===== src/rtl/rawpix_pkg.sv =====
package rawpix_pkg;
  // Strobes handed from the position control to the output datapath
  typedef struct packed {
    logic running;   // block enabled this cycle
    logic active;    // current position is a valid pixel
    logic inFrame;   // current position lies inside the frame-valid span
    logic lineEnd;   // last position of a line period
    logic frameEnd;  // last position of a frame period
  } ctrlStrobes_t;
endpackage


===== src/rtl/rawpix_ctrl.sv =====
module rawpix_ctrl
  import rawpix_pkg::*;
#(
  parameter int COL_W = 12,
  parameter int ROW_W = 12
) (
  input  logic             clk,
  input  logic             rstN,
  input  logic             enable,
  input  logic [COL_W-1:0] cfgWidth,
  input  logic [ROW_W-1:0] cfgHeight,
  input  logic [COL_W-1:0] cfgHBlank,
  input  logic [ROW_W-1:0] cfgVBlank,
  output ctrlStrobes_t     strobes
);
  localparam int LINE_W = COL_W + 1;
  localparam int FRM_W  = ROW_W + 1;

  logic [COL_W-1:0]  shWidth, shHBlank;
  logic [ROW_W-1:0]  shHeight, shVBlank;
  logic [LINE_W-1:0] colCnt, lineLen, colW;
  logic [FRM_W-1:0]  rowCnt, frameRows, rowH;
  logic lastCol, lastRow, wrap, loadCfg;

  function automatic logic [COL_W-1:0] clampCol(input logic [COL_W-1:0] v);
    return (v == '0) ? COL_W'(1) : v;
  endfunction
  function automatic logic [ROW_W-1:0] clampRow(input logic [ROW_W-1:0] v);
    return (v == '0) ? ROW_W'(1) : v;
  endfunction

  assign colW      = {1'b0, shWidth};
  assign rowH      = {1'b0, shHeight};
  assign lineLen   = colW + {1'b0, shHBlank};
  assign frameRows = rowH + {1'b0, shVBlank};
  assign lastCol   = (colCnt == lineLen - LINE_W'(1));
  assign lastRow   = (rowCnt == frameRows - FRM_W'(1));
  assign wrap      = enable && lastCol && lastRow;
  assign loadCfg   = !enable || wrap;

  // Shadow geometry: reloaded only at a frame boundary or while idle
  always_ff @(posedge clk) begin
    if (!rstN) begin
      shWidth  <= COL_W'(1);
      shHeight <= ROW_W'(1);
      shHBlank <= '0;
      shVBlank <= '0;
    end else if (loadCfg) begin
      shWidth  <= clampCol(cfgWidth);
      shHeight <= clampRow(cfgHeight);
      shHBlank <= cfgHBlank;
      shVBlank <= cfgVBlank;
    end
  end

  // Raster position counters
  always_ff @(posedge clk) begin
    if (!rstN || !enable) begin
      colCnt <= '0;
      rowCnt <= '0;
    end else if (lastCol) begin
      colCnt <= '0;
      rowCnt <= lastRow ? '0 : rowCnt + FRM_W'(1);
    end else begin
      colCnt <= colCnt + LINE_W'(1);
    end
  end

  always_comb begin
    strobes.running  = enable;
    strobes.active   = enable && (colCnt < colW) && (rowCnt < rowH);
    strobes.inFrame  = enable && (rowCnt < rowH) &&
                       !((rowCnt == rowH - FRM_W'(1)) && (colCnt >= colW));
    strobes.lineEnd  = enable && lastCol;
    strobes.frameEnd = wrap;
  end

  assert_col_bound_R1: assert property (@(posedge clk) disable iff (!rstN)
    colCnt < lineLen);
  assert_row_bound_R4: assert property (@(posedge clk) disable iff (!rstN)
    rowCnt < frameRows);
  assert_cfg_hold_R8: assert property (@(posedge clk) disable iff (!rstN)
    (enable && !wrap) |=> ($stable(shWidth) && $stable(shHeight) &&
                           $stable(shHBlank) && $stable(shVBlank)));
  assert_active_in_frame_R5: assert property (@(posedge clk) disable iff (!rstN)
    strobes.active |-> strobes.inFrame);
endmodule


===== src/rtl/rawpix_dpath.sv =====
module rawpix_dpath
  import rawpix_pkg::*;
#(
  parameter int DATA_W = 10
) (
  input  logic              clk,
  input  logic              rstN,
  input  ctrlStrobes_t      strobes,
  input  logic [DATA_W-1:0] pixIn,
  output logic              lineValid,
  output logic              frameValid,
  output logic [DATA_W-1:0] pixOut,
  output logic              pixClkRun,
  output logic              lineEnd,
  output logic              frameEnd
);
  // All outputs launch on the rising edge; a derived pixel clock falls mid-way
  always_ff @(posedge clk) begin
    if (!rstN) begin
      lineValid  <= 1'b0;
      frameValid <= 1'b0;
      pixOut     <= '0;
      pixClkRun  <= 1'b0;
      lineEnd    <= 1'b0;
      frameEnd   <= 1'b0;
    end else begin
      lineValid  <= strobes.active;
      frameValid <= strobes.inFrame;
      pixOut     <= strobes.active ? pixIn : '0;
      pixClkRun  <= strobes.running;
      lineEnd    <= strobes.lineEnd;
      frameEnd   <= strobes.frameEnd;
    end
  end

  assert_zero_blank_R6: assert property (@(posedge clk) disable iff (!rstN)
    !lineValid |-> (pixOut == '0));
  assert_lv_within_fv_R5: assert property (@(posedge clk) disable iff (!rstN)
    lineValid |-> frameValid);
  assert_fv_fall_R5: assert property (@(posedge clk) disable iff (!rstN)
    (pixClkRun && $fell(frameValid)) |-> $past(lineValid));
  assert_data_pass_R2: assert property (@(posedge clk) disable iff (!rstN)
    lineValid |-> (pixOut == $past(pixIn)));
  assert_run_R7: assert property (@(posedge clk) disable iff (!rstN)
    strobes.running |=> pixClkRun);
  assert_frame_line_R9: assert property (@(posedge clk) disable iff (!rstN)
    frameEnd |-> lineEnd);
endmodule


===== src/rtl/rawpix_timing_gen.sv =====
module rawpix_timing_gen
  import rawpix_pkg::*;
#(
  parameter int COL_W  = 12,
  parameter int ROW_W  = 12,
  parameter int DATA_W = 10
) (
  input  logic              clk,
  input  logic              rstN,
  input  logic              enable,
  input  logic [COL_W-1:0]  cfgWidth,
  input  logic [ROW_W-1:0]  cfgHeight,
  input  logic [COL_W-1:0]  cfgHBlank,
  input  logic [ROW_W-1:0]  cfgVBlank,
  input  logic [DATA_W-1:0] pixIn,
  output logic              lineValid,
  output logic              frameValid,
  output logic [DATA_W-1:0] pixOut,
  output logic              pixClkRun,
  output logic              lineEnd,
  output logic              frameEnd
);
  ctrlStrobes_t strobes;

  rawpix_ctrl #(.COL_W(COL_W), .ROW_W(ROW_W)) uCtrl (
    .clk(clk), .rstN(rstN), .enable(enable),
    .cfgWidth(cfgWidth), .cfgHeight(cfgHeight),
    .cfgHBlank(cfgHBlank), .cfgVBlank(cfgVBlank),
    .strobes(strobes)
  );

  rawpix_dpath #(.DATA_W(DATA_W)) uDpath (
    .clk(clk), .rstN(rstN), .strobes(strobes), .pixIn(pixIn),
    .lineValid(lineValid), .frameValid(frameValid), .pixOut(pixOut),
    .pixClkRun(pixClkRun), .lineEnd(lineEnd), .frameEnd(frameEnd)
  );
endmodule


===== config.mk =====
export PLATFORM = sky130hd
export DESIGN_NAME = rawpix_timing_gen
export DESIGN_NICKNAME = d
export VERILOG_FILES = /design/src/rtl/rawpix_pkg.sv /design/src/rtl/rawpix_ctrl.sv /design/src/rtl/rawpix_dpath.sv /design/src/rtl/rawpix_timing_gen.sv
export SDC_FILE = /design/constraint.sdc
export NUM_CORES = 1
export LEC_CHECK = 0
export ABC_AREA = 1
export BUFFER_PORTS_ARGS = -buffer_cell sky130_fd_sc_hd__buf_2
export CAP_MARGIN = 10
export CORE_MARGIN = 1
export CORE_UTILIZATION = 54
export DETAILED_ROUTE_END_ITERATION = 8
export MAX_ROUTING_LAYER = met4
export PLACE_DENSITY_LB_ADDON = 0.1
export REMOVE_ABC_BUFFERS = 1
export SYNTH_ARGS = -nofsm -noshare
export SYNTH_HDL_FRONTEND = slang
export SYNTH_SLANG_ARGS = --single-unit

===== constraint.sdc =====
create_clock -name clk -period 3 [get_ports clk]
set_input_delay 0.3 -clock clk [delete_from_list [all_inputs] [get_ports clk]]
set_output_delay 0.3 -clock clk [all_outputs]
set_load 0.01 [all_outputs]

### Yosys cells after proc, flatten, opt, wreduce, memory -nomap -nowiden

Cells that the tools add are included.

* register bits: 89
* input port bits: 61
* output and inout bits: 15
* word-level logic and storage cells: 44

* add/subtract/negate cells: 7
* order comparisons: 3
* eq/ne operators: 3
* multiplexer cells: 3
* reduce and logical (&&, ||, !) cells: 16

Operator list (count)
* $eq A13 B13 Y1: 3
* $add A12 B12 Y13: 2
* $add A13 B1 Y13 const B: 2
* $lt A13 B12 Y1: 2
* $sub A13 B1 Y13 const B: 2
* $logic_not A12 Y1: 2
* $mux W12: 2
* $ge A13 B12 Y1: 1
* $mux W13: 1
* $sub A12 B1 Y13 const B: 1
* $logic_and A1 B1 Y1: 7
* $logic_not A1 Y1: 3
* $logic_or A1 B1 Y1: 2
* $reduce_and A2 Y1: 1
* $reduce_or A2 Y1: 1

### Depth between registers and ports, before layout

Gate-level depths: netlist of the first run.

* depth after elaboration: 6
* depth in mapped cells: 24
* depth with buffers taken out: 22

### Cells and area by module

A second synthesis of the first run with hierarchy kept.

* cells, all modules: 1116
* area, all modules: 7050.5 um^2

Modules (own cells, without submodules)
* rawpix_ctrl: instances 1, cells each 1070, area each 6596.3 um^2, seq. area each 1481.4 um^2
* rawpix_dpath: instances 1, cells each 46, area each 454.2 um^2, seq. area each 300.3 um^2

### Least setup slack after synthesis of the first run

Ideal clock, no wire load.

* kind: register to register
* start: register uCtrl.shHeight[1]
* end: register uCtrl.shVBlank[10]
* setup time: 113 ps
* arrival time: 2683 ps
* required time: 2887 ps
* slack: 204 ps
* stages on the path, launching flop included: 25
* path buffers: 2
* clock period less this slack: 2796 ps
* path through: dfxtp_1 -> inv_1 -> ha_1 -> inv_1 -> ha_1 -> inv_1 -> fa_1 -> inv_1 -> nand3_2 -> nand2_1 -> nand2_1 -> nand2_1 -> nand2_1 -> nand2_1 -> nand2_1 -> inv_2 -> nand2_1 -> nor2_2 -> nand3_2 -> o21bai_2 -> buf_6 -> buf_6 -> nand2_1 -> nand2_1 -> nor2_1

* word-level cells in the longest chain between the ends: 5

Ends and longest elaborated chain
* start: declaration: line rawpix_ctrl.sv:20 `logic [ROW_W-1:0] shHeight, shVBlank;`
* start signal: assignment: line rawpix_ctrl.sv:50 `shHeight <= clampRow(cfgHeight);`
* $add A12 B12 Y13: line rawpix_ctrl.sv:35 `assign frameRows = rowH + {1'b0, shVBlank};`
* $sub A13 B1 Y13: line rawpix_ctrl.sv:37 `assign lastRow = (rowCnt == frameRows - FRM_W'(1));`
* $eq A13 B13 Y1: line rawpix_ctrl.sv:37
* $logic_and A1 B1 Y1: line rawpix_ctrl.sv:38 `assign wrap = enable && lastCol && lastRow;`
* $logic_or A1 B1 Y1: line rawpix_ctrl.sv:39 `assign loadCfg = !enable || wrap;`
* end signal: assignment: line rawpix_ctrl.sv:52 `shVBlank <= cfgVBlank;`
* end: declaration: line rawpix_ctrl.sv:20

No other way between the ends.
A chain may end at the register's enable or synchronous reset.

### Worst setup path after layout of the first run

* start: register uCtrl.shVBlank[1]
* end: register uCtrl.shHeight[2]

* word-level cells in the longest chain between the ends: 5

Ends and longest elaborated chain (line)
* $add A12 B12 Y13: rawpix_ctrl.sv:35
* $sub A13 B1 Y13: rawpix_ctrl.sv:37
* $eq A13 B13 Y1: rawpix_ctrl.sv:37
* $logic_and A1 B1 Y1: rawpix_ctrl.sv:38
* $logic_or A1 B1 Y1: rawpix_ctrl.sv:39

No other way between the ends.

==> run summary, run 1 <==
Outcome = finished, violations left
Violations in the final reports = setup timing
Count of final max-slew check failures = 0
Hold depth = 3
Final Instance Count excl. Fillers = 1408
Count of endpoints failing setup in the final report = 51
Warnings, synthesis = 0
Timing-limited maximum frequency = 306 MHz
Critical register-to-register path startpoint = uCtrl.shVBlank[1]$_SDFFE_PN0P_
Fraction of final layout cells with drive strength greater than 1 = 19.6%
RSZ-0062 raised after global routing = yes
Die Wd = 116 µm
Remaining DRCs = 0
CP startpoint kind = flip-flop
Largest net degree at the start of global routing = 49
Final Hold Fails = 0
Via count normalized by instance count = 4.88
CTS Root Cell = sky130_fd_sc_hd__clkbuf_16
Largest fanout on the critical path = 8
Post-Syn Area = 6960 µm²
Hold/Removal Path Class = primary input to flip-flop
Global-route wire length before repair = 28500 µm
Type of the setup path with the least slack = flip-flop to flip-flop
Initial Utilization = 55.4%
Clock tree from TritonCTS = done
Iteration-0 DRC Markers = 461
Drt pass-1 iters = 5
Cells after synthesis = 1103
Residual antenna-violating net count after detailed routing = 0
Number of levels in the clock H-tree = 3
Worst Setup End Kind = flip-flop
Sw Share = 36.4%
Std-Cell Rows = 41
Fraction of post-synthesis cell area in the top cell type by area = 25.6%
Die Outline Area = 13300 µm²
Weighted congestion at the end of routability-driven global placement = 0.902
Net switching power = 1.38 mW
Average cell area after synthesis = 6.31 µm²
Vias in the first global route = 6075
Cell Pwr Density = 440 nW/µm²
Total chip power = 3.79 mW
Clk pin slew, worst setup/hold paths = 0.07 ns
Async set-or-reset flop fraction in the synthesized netlist = 0%
Total number of vias = 6875
Antenna cell count = 0
Period Utilization, post-route = 109%
Maximum VDD drop = 0.361 mV
Proportion of synthesized chip area in sequential cells = 25.6%
Finished Cell Area = 8620 µm²
Clk_lat worst skew = 0.36 ns
Number of buffers created by CTS = 9
Nets = 1367
Chip Height = 116 µm
Destination of the worst hold path = uDpath.pixOut[9]$_SDFF_PN0_
Count of state elements after synthesis = 89
Instance area at placement = 7700 µm²
Crit-path max cell delay = 0.53 ns
Primary FF master, synth = sky130_fd_sc_hd__dfxtp_1
Maximum Capacitance Violations = 0
Combinational Power Share = 37.3%
Layout-stage area growth over the synthesis result = 24.0%
Relative contribution of the clock network to total power = 29.3%
Transition time at the pin with the least slew margin = 0.841 ns
Boundary Pins = 76
Internal power component = 2.41 mW
Number of enable-type register cells in the synthesized netlist = 0
Worst setup slack after placement = -0.124 ns
GR Layer Usage met2 = 42.5%
GRT Overall Usage = 28.1%
Terminus of the critical flop-to-flop path = uCtrl.shHeight[2]$_SDFFE_PN0P_
Critical path required time = 3.24 ns
Worst setup skew after layout = 0.0149 ns
Number of buffer cells added on primary ports = 75
TritonCTS Sinks = 89
Total placed cells including tap cells = 1364
Core Box Area = 12600 µm²
Cell Chain, Critical Path = inv_2 > ha_4 > inv_2 > ha_4 > inv_2 > fa_1 > xor2_1 > nand3_1 > nor2_1 > nand2_1 > nor2_2 > nand2_1 > nor2_2 > nand3_2 > o21bai_4 > buf_12 > clkbuf_16 > nand2_2 > nand2_1 > nor2_1
Met3 demand-to-capacity share in global routing = 3.97%
Detailed-placement wirelength estimate = 12700 µm
Hold path start = pixIn[9]
Endpoint arrival time on the critical path = 3.51 ns
Total congestion overflow = 0
Min cycle time layout = 3.27 ns
Static power due to leakage = 4.70 nW
Worst setup slack after layout = -0.266 ns
Global-route met1 utilization = 38.7%
Flop-to-flop setup slack = -0.27 ns
Library cell occupying the most area in the post-synthesis netlist = sky130_fd_sc_hd__dfxtp_1
Layout Utilization = 68.6%
Crit-path slowest cell = sky130_fd_sc_hd__fa_1
Clk buf depth = 2
Sequential share of power = 33.4%
R2R depth = 20
Most instantiated cells after synthesis = sky130_fd_sc_hd__nand2_1, sky130_fd_sc_hd__inv_1, sky130_fd_sc_hd__nor2_1
Max-slew headroom at the worst pin = 43.4%
DR WL/cell = 13.3 µm
Distinct cell type count of the synthesized netlist = 38
Overall routed net length = 18700 µm
Number of antenna violations at the first check in global routing = 0
Cts hold-fix bufs = 0
Cell with the most instances after synthesis = sky130_fd_sc_hd__nand2_1
Global-route layer with the greatest usage = met2
Most area-consuming cells after synthesis = sky130_fd_sc_hd__dfxtp_1, sky130_fd_sc_hd__nand2_1, sky130_fd_sc_hd__ha_1
-- worst max-delay path by stage --
stage / to / start / cells after the start
4_1_cts: uCtrl.shVBlank[5]$_SDFFE_PN0P_ / uCtrl.shWidth[1]$_SDFFE_PN0P_ / 22
6_report: uCtrl.shHeight[2]$_SDFFE_PN0P_ / uCtrl.shVBlank[1]$_SDFFE_PN0P_ / 20
2_1_floorplan: uCtrl.shHBlank[0]$_SDFFE_PN0P_ / uCtrl.shWidth[1]$_SDFFE_PN0P_ / 18
5_1_grt: uCtrl.shHeight[2]$_SDFFE_PN0P_ / uCtrl.shHeight[1]$_SDFFE_PN0P_ / 20
3_5_place_dp: uCtrl.shHeight[1]$_SDFFE_PN0P_ / uCtrl.shHeight[1]$_SDFFE_PN0P_ / 19
3_3_place_gp: uCtrl.shHeight[1]$_SDFFE_PN0P_ / uCtrl.shVBlank[1]$_SDFFE_PN0P_ / 19
-- kinds of logic (layout without fill, tap and decap cells) --
kind of cell	after synthesis	in the layout	synth area share (%)
flops	89	89	25.6
compound gates	55	55	4.64
buf+inv	268	400	15.6
xor+xnor	53	53	6.67
fa+ha+maj	75	75	13.7
simple gates	563	564	33.8
-- critical path: cells and delay by family, from the launching register on --
family | cells | cell delay (ns)
compound gates | 1 | 0.32
xor+xnor | 1 | 0.16
fa+ha+maj | 3 | 0.89
buf+inv | 5 | 0.47
flops | 1 | 0.33
simple gates | 10 | 0.98
-- power by group through the flow --
stage	clock network, mW	logic, mW	registers [mW]
3_5_place_dp	0	1.26	1.29
4_1_cts	1.11	1.33	1.26
3_3_place_gp	0	1.23	1.29
5_1_grt	1.17	1.62	1.27
6_report	1.11	1.42	1.27
2_1_floorplan	0	0.893	1.29
-- state kept, by name (all words and copies together) (netlist names) --
register,cells
uDpath.lineValid,1
uDpath.pixOut,10
uDpath.frameEnd,1
uCtrl.shWidth,12
uCtrl.shVBlank,12
uCtrl.colCnt,13
uCtrl.rowCnt,13
uDpath.pixClkRun,1
uCtrl.shHBlank,12
uDpath.frameValid,1
uCtrl.shHeight,12
uDpath.lineEnd,1
-- timing repair --
item | in CTS | in global routing
endpoints found under the setup margin | 46 | 86
setup buffers | 17 | 5
gates cloned | 3 | 6
endpoints found under the hold margin | 0 | 0
resized for setup | 31 | 76
pin swaps | 15 | 21
-- cells in the final DEF, fill, tap and decap left out, types with 5 or more instances in the layout --
master                      Yosys  routed
sky130_fd_sc_hd__a21oi_1       31      31
sky130_fd_sc_hd__buf_12         0       5
sky130_fd_sc_hd__buf_2          3      75
sky130_fd_sc_hd__buf_4          0      46
sky130_fd_sc_hd__buf_6         10       8
sky130_fd_sc_hd__clkbuf_16      0      13
sky130_fd_sc_hd__dfxtp_1       89      83
sky130_fd_sc_hd__dfxtp_2        0       6
sky130_fd_sc_hd__ha_1          73      69
sky130_fd_sc_hd__inv_1        237     227
sky130_fd_sc_hd__inv_2          4      14
sky130_fd_sc_hd__nand2_1      280     243
sky130_fd_sc_hd__nand2_2        2      29
sky130_fd_sc_hd__nand2_4        0      10
sky130_fd_sc_hd__nand3_1       56      55
sky130_fd_sc_hd__nand3b_1       9       9
sky130_fd_sc_hd__nand4_1       16      16
sky130_fd_sc_hd__nor2_1       163     154
sky130_fd_sc_hd__nor2_2         3      11
sky130_fd_sc_hd__nor3_1        17      15
sky130_fd_sc_hd__nor3b_1        7       7
sky130_fd_sc_hd__nor4_1         5       5
sky130_fd_sc_hd__o21ai_0        9       6
sky130_fd_sc_hd__xnor2_1       18      18
sky130_fd_sc_hd__xor2_1        35      35
-- metrics by stage --
| step | TNS [ns] | hold WS, ns |
|---|---|---|
| floorplan | -63.06 | 0.385 |
| global placement | -1.31 | 0.463 |
| detailed placement | -3.41 | 0.471 |
| CTS | -2.49 | 0.153 |
| global route | -17.95 | 0.152 |
| finish | -9.47 | 0.157 |
-- area by class of cell --
class                   instances  area, µm²
clock inverters                 5       38.8
repair buffers                140       1070
well taps                     172        215
flip-flops and latches         89       1790
fillers                      1142       3940
inverters                     244        920
multi-input cells             747       4350
clock buffers                  11        243
-- per-layer routing --
layer | share of wire [%] | routed length, µm
met4 | 1.9 | 353
met3 | 4.8 | 893
met2 | 44 | 8300
met5 | 0 | 0
met1 | 49 | 9150
No activity file was read; power rests on OpenSTA's default activity.
==> run 2, diff against run 1 <==
--- a/config.mk
+++ b/config.mk
@@ -9,7 +9,7 @@
 export BUFFER_PORTS_ARGS = -buffer_cell sky130_fd_sc_hd__buf_2
 export CAP_MARGIN = 10
 export CORE_MARGIN = 1
-export CORE_UTILIZATION = 54
+export CORE_UTILIZATION = 50
 export DETAILED_ROUTE_END_ITERATION = 8
 export MAX_ROUTING_LAYER = met4
 export PLACE_DENSITY_LB_ADDON = 0.1
==> run 2 against run 1 <==
  * The run still ends with setup timing left
  * First-iteration DRC count fell by 19%
  * Total power rose by 0.24%
  * Design area decreased by 1.2%
  * Maximum frequency rose by 7.8%
  * Sequential power barely moved
  * Global-route usage down 2.2 points
  * Register-to-register slack better by 0.24 ns
  * Worst setup slack improved by 0.24 ns
  * Routed wire length decreased by 5.0%
  * Die area up 7.9%
  * Non-clock buffer count fell by 6
  * Via count fell by 0.99%
  * Largest cell class unchanged
  * Largest power group unchanged
==> run summary, run 2 (same netlist as run 1, synthesis figures left out) <==
Clk buf depth = 2
Detailed-placement wirelength estimate = 12900 µm
Antenna cell count = 0
Largest net degree at the start of global routing = 49
Finished Cell Area = 8520 µm²
Initial Utilization = 51.9%
Commonest cells after routing, fill and taps aside = sky130_fd_sc_hd__nand2_1, sky130_fd_sc_hd__inv_1, sky130_fd_sc_hd__nor2_1, sky130_fd_sc_hd__dfxtp_1, sky130_fd_sc_hd__buf_2
Cell Pwr Density = 446 nW/µm²
Fill cell count = 1247
Cts hold-fix bufs = 0
Static power due to leakage = 4.65 nW
Core Box Area = 13400 µm²
Violations in the final reports = setup timing
Most common cell after layout, fill and taps aside = sky130_fd_sc_hd__nand2_1
GRT Overall Usage = 25.9%
Flop-to-flop setup slack = -0.03 ns
WL met2 = 7620 µm
Timing-limited maximum frequency = 330 MHz
Length of routed wiring on met1 = 9010 µm
Transition time at the pin with the least slew margin = 0.865 ns
Die Wd = 120 µm
Number of levels in the clock H-tree = 3
Vias in the first global route = 6025
Min cycle time layout = 3.03 ns
Endpoint arrival time on the critical path = 3.33 ns
Nets = 1361
Number of buffers created by CTS = 9
Clock tree from TritonCTS = done
Worst setup slack after layout = -0.0289 ns
Number of antenna violations at the first check in global routing = 0
Std-Cell Rows = 42
Total placed cells including tap cells = 1368
Length of routed met3 wiring = 977 µm
Maximum VDD drop = 0.367 mV
Period Utilization, post-route = 101%
Iteration-0 DRC Markers = 372
Top Layer Used = met4
Die Outline Area = 14400 µm²
Instance area at placement = 7700 µm²
Worst setup skew after layout = 0.00834 ns
Type of the setup path with the least slack = flip-flop to flip-flop
Hold/Removal Path Class = primary input to flip-flop
Maximum Capacitance Violations = 0
Boundary Pins = 76
Layout-stage area growth over the synthesis result = 22.5%
DR WL/cell = 12.6 µm
Largest regs = uCtrl.colCnt: 13 flops, uCtrl.rowCnt: 13 flops
Outcome = finished, violations left
Max-slew headroom at the worst pin = 41.8%
Drt pass-1 iters = 6
Overall routed net length = 17800 µm
Total congestion overflow = 0
Largest fanout on the critical path = 8
Worst Setup End Kind = flip-flop
Worst setup slack after placement = -0.111 ns
Clk_lat worst skew = 0.36 ns
RSZ-0062 raised after global routing = yes
TritonCTS Sinks = 89
Final Hold Fails = 0
Total number of vias = 6807
CTS Root Cell = sky130_fd_sc_hd__clkbuf_16
Count of endpoints failing setup in the final report = 15
Clk pin slew, worst setup/hold paths = 0.07 ns
Remaining DRCs = 0
Fraction of final layout cells with drive strength greater than 1 = 17.4%
Global-route wire length before repair = 28600 µm
Critical path required time = 3.30 ns
Residual antenna-violating net count after detailed routing = 0
Number of buffer cells added on primary ports = 75
Count of final max-slew check failures = 0
Final Instance Count excl. Fillers = 1406
Chip Height = 120 µm
Via count normalized by instance count = 4.84
CP startpoint kind = flip-flop
Weighted congestion at the end of routability-driven global placement = 0.871
[run 2: power breakdown]
group          total, mW  internal, mW  switching [mW]
sequential          1.27          1.24          0.0298
clock               1.14         0.597           0.539
combinational       1.40         0.589           0.810
total               3.80          2.42            1.38
[run 2: critical path: stages, from the launching register on]
cell	delay, ns
sky130_fd_sc_hd__dfxtp_2	0.33
sky130_fd_sc_hd__inv_2	0.05
sky130_fd_sc_hd__ha_4	0.25
sky130_fd_sc_hd__inv_2	0.04
sky130_fd_sc_hd__ha_4	0.15
sky130_fd_sc_hd__fa_2	0.54
sky130_fd_sc_hd__nand2_1	0.05
sky130_fd_sc_hd__nand2_1	0.07
sky130_fd_sc_hd__nand3_2	0.07
sky130_fd_sc_hd__nor2_2	0.12
sky130_fd_sc_hd__nand2_1	0.07
sky130_fd_sc_hd__nor2_1	0.10
sky130_fd_sc_hd__nand2_1	0.06
sky130_fd_sc_hd__nor2_1	0.13
sky130_fd_sc_hd__nand3_2	0.12
sky130_fd_sc_hd__o21bai_4	0.20
sky130_fd_sc_hd__buf_6	0.13
sky130_fd_sc_hd__buf_6	0.11
sky130_fd_sc_hd__bufbuf_16	0.26
sky130_fd_sc_hd__nor2_1	0.04
sky130_fd_sc_hd__nor2_1	0.08
[run 2: layout make-up]
type,count,area (µm²),area share (%)
tap,176,220,2.58
clock inverter,6,52.6,0.617
inverter,244,921,10.8
sequential,89,1790,21.0
timing repair buffer,134,993,11.7
clock buffer,10,239,2.81
multi-input combinational,747,4300,50.5
[run 2: stage by stage]
stage | TNS (ns) | util, % | hold slack (ns) | power [mW]
5_1_grt | -8.25 | 63.6 | 0.150 | 4.06
6_report | -0.281 | 63.6 | 0.147 | 3.80
2_1_floorplan | -63.06 | - | 0.385 | 2.19
3_5_place_dp | -4.14 | 57.5 | 0.467 | 2.54
4_1_cts | -0.411 | 62.2 | 0.140 | 3.75
3_3_place_gp | -0.295 | 57.5 | 0.462 | 2.52
[run 2: final timing paths]
check / startpoint / end / cells past startpoint
worst max register to register: uCtrl.shWidth[1]$_SDFFE_PN0P_ / uCtrl.shVBlank[11]$_SDFFE_PN0P_ / 20
worst min-delay path: pixIn[2] / uDpath.pixOut[2]$_SDFF_PN0_ / 3
worst max-delay path: uCtrl.shWidth[1]$_SDFFE_PN0P_ / uCtrl.shVBlank[11]$_SDFFE_PN0P_ / 20
worst min register to register: uCtrl.shVBlank[6]$_SDFFE_PN0P_ / uCtrl.shVBlank[6]$_SDFFE_PN0P_ / 2
[run 2: timing repair]
action                                 in CTS  in global routing
endpoints found under the hold margin       0                  0
buffers inserted                           13                  5
setup endpoints to repair                  48                 74
pin swaps                                  15                 12
gates cloned                                4                  2
gates resized for setup                    33                 39
[run 2: routing by layer]
metal / global-route usage, % / up-vias
met4: 5.39 / 0
met1: 36.0 / 3003
met3: 3.90 / 11
met5: - / -
li1: - / 3599
met2: 39.8 / 194
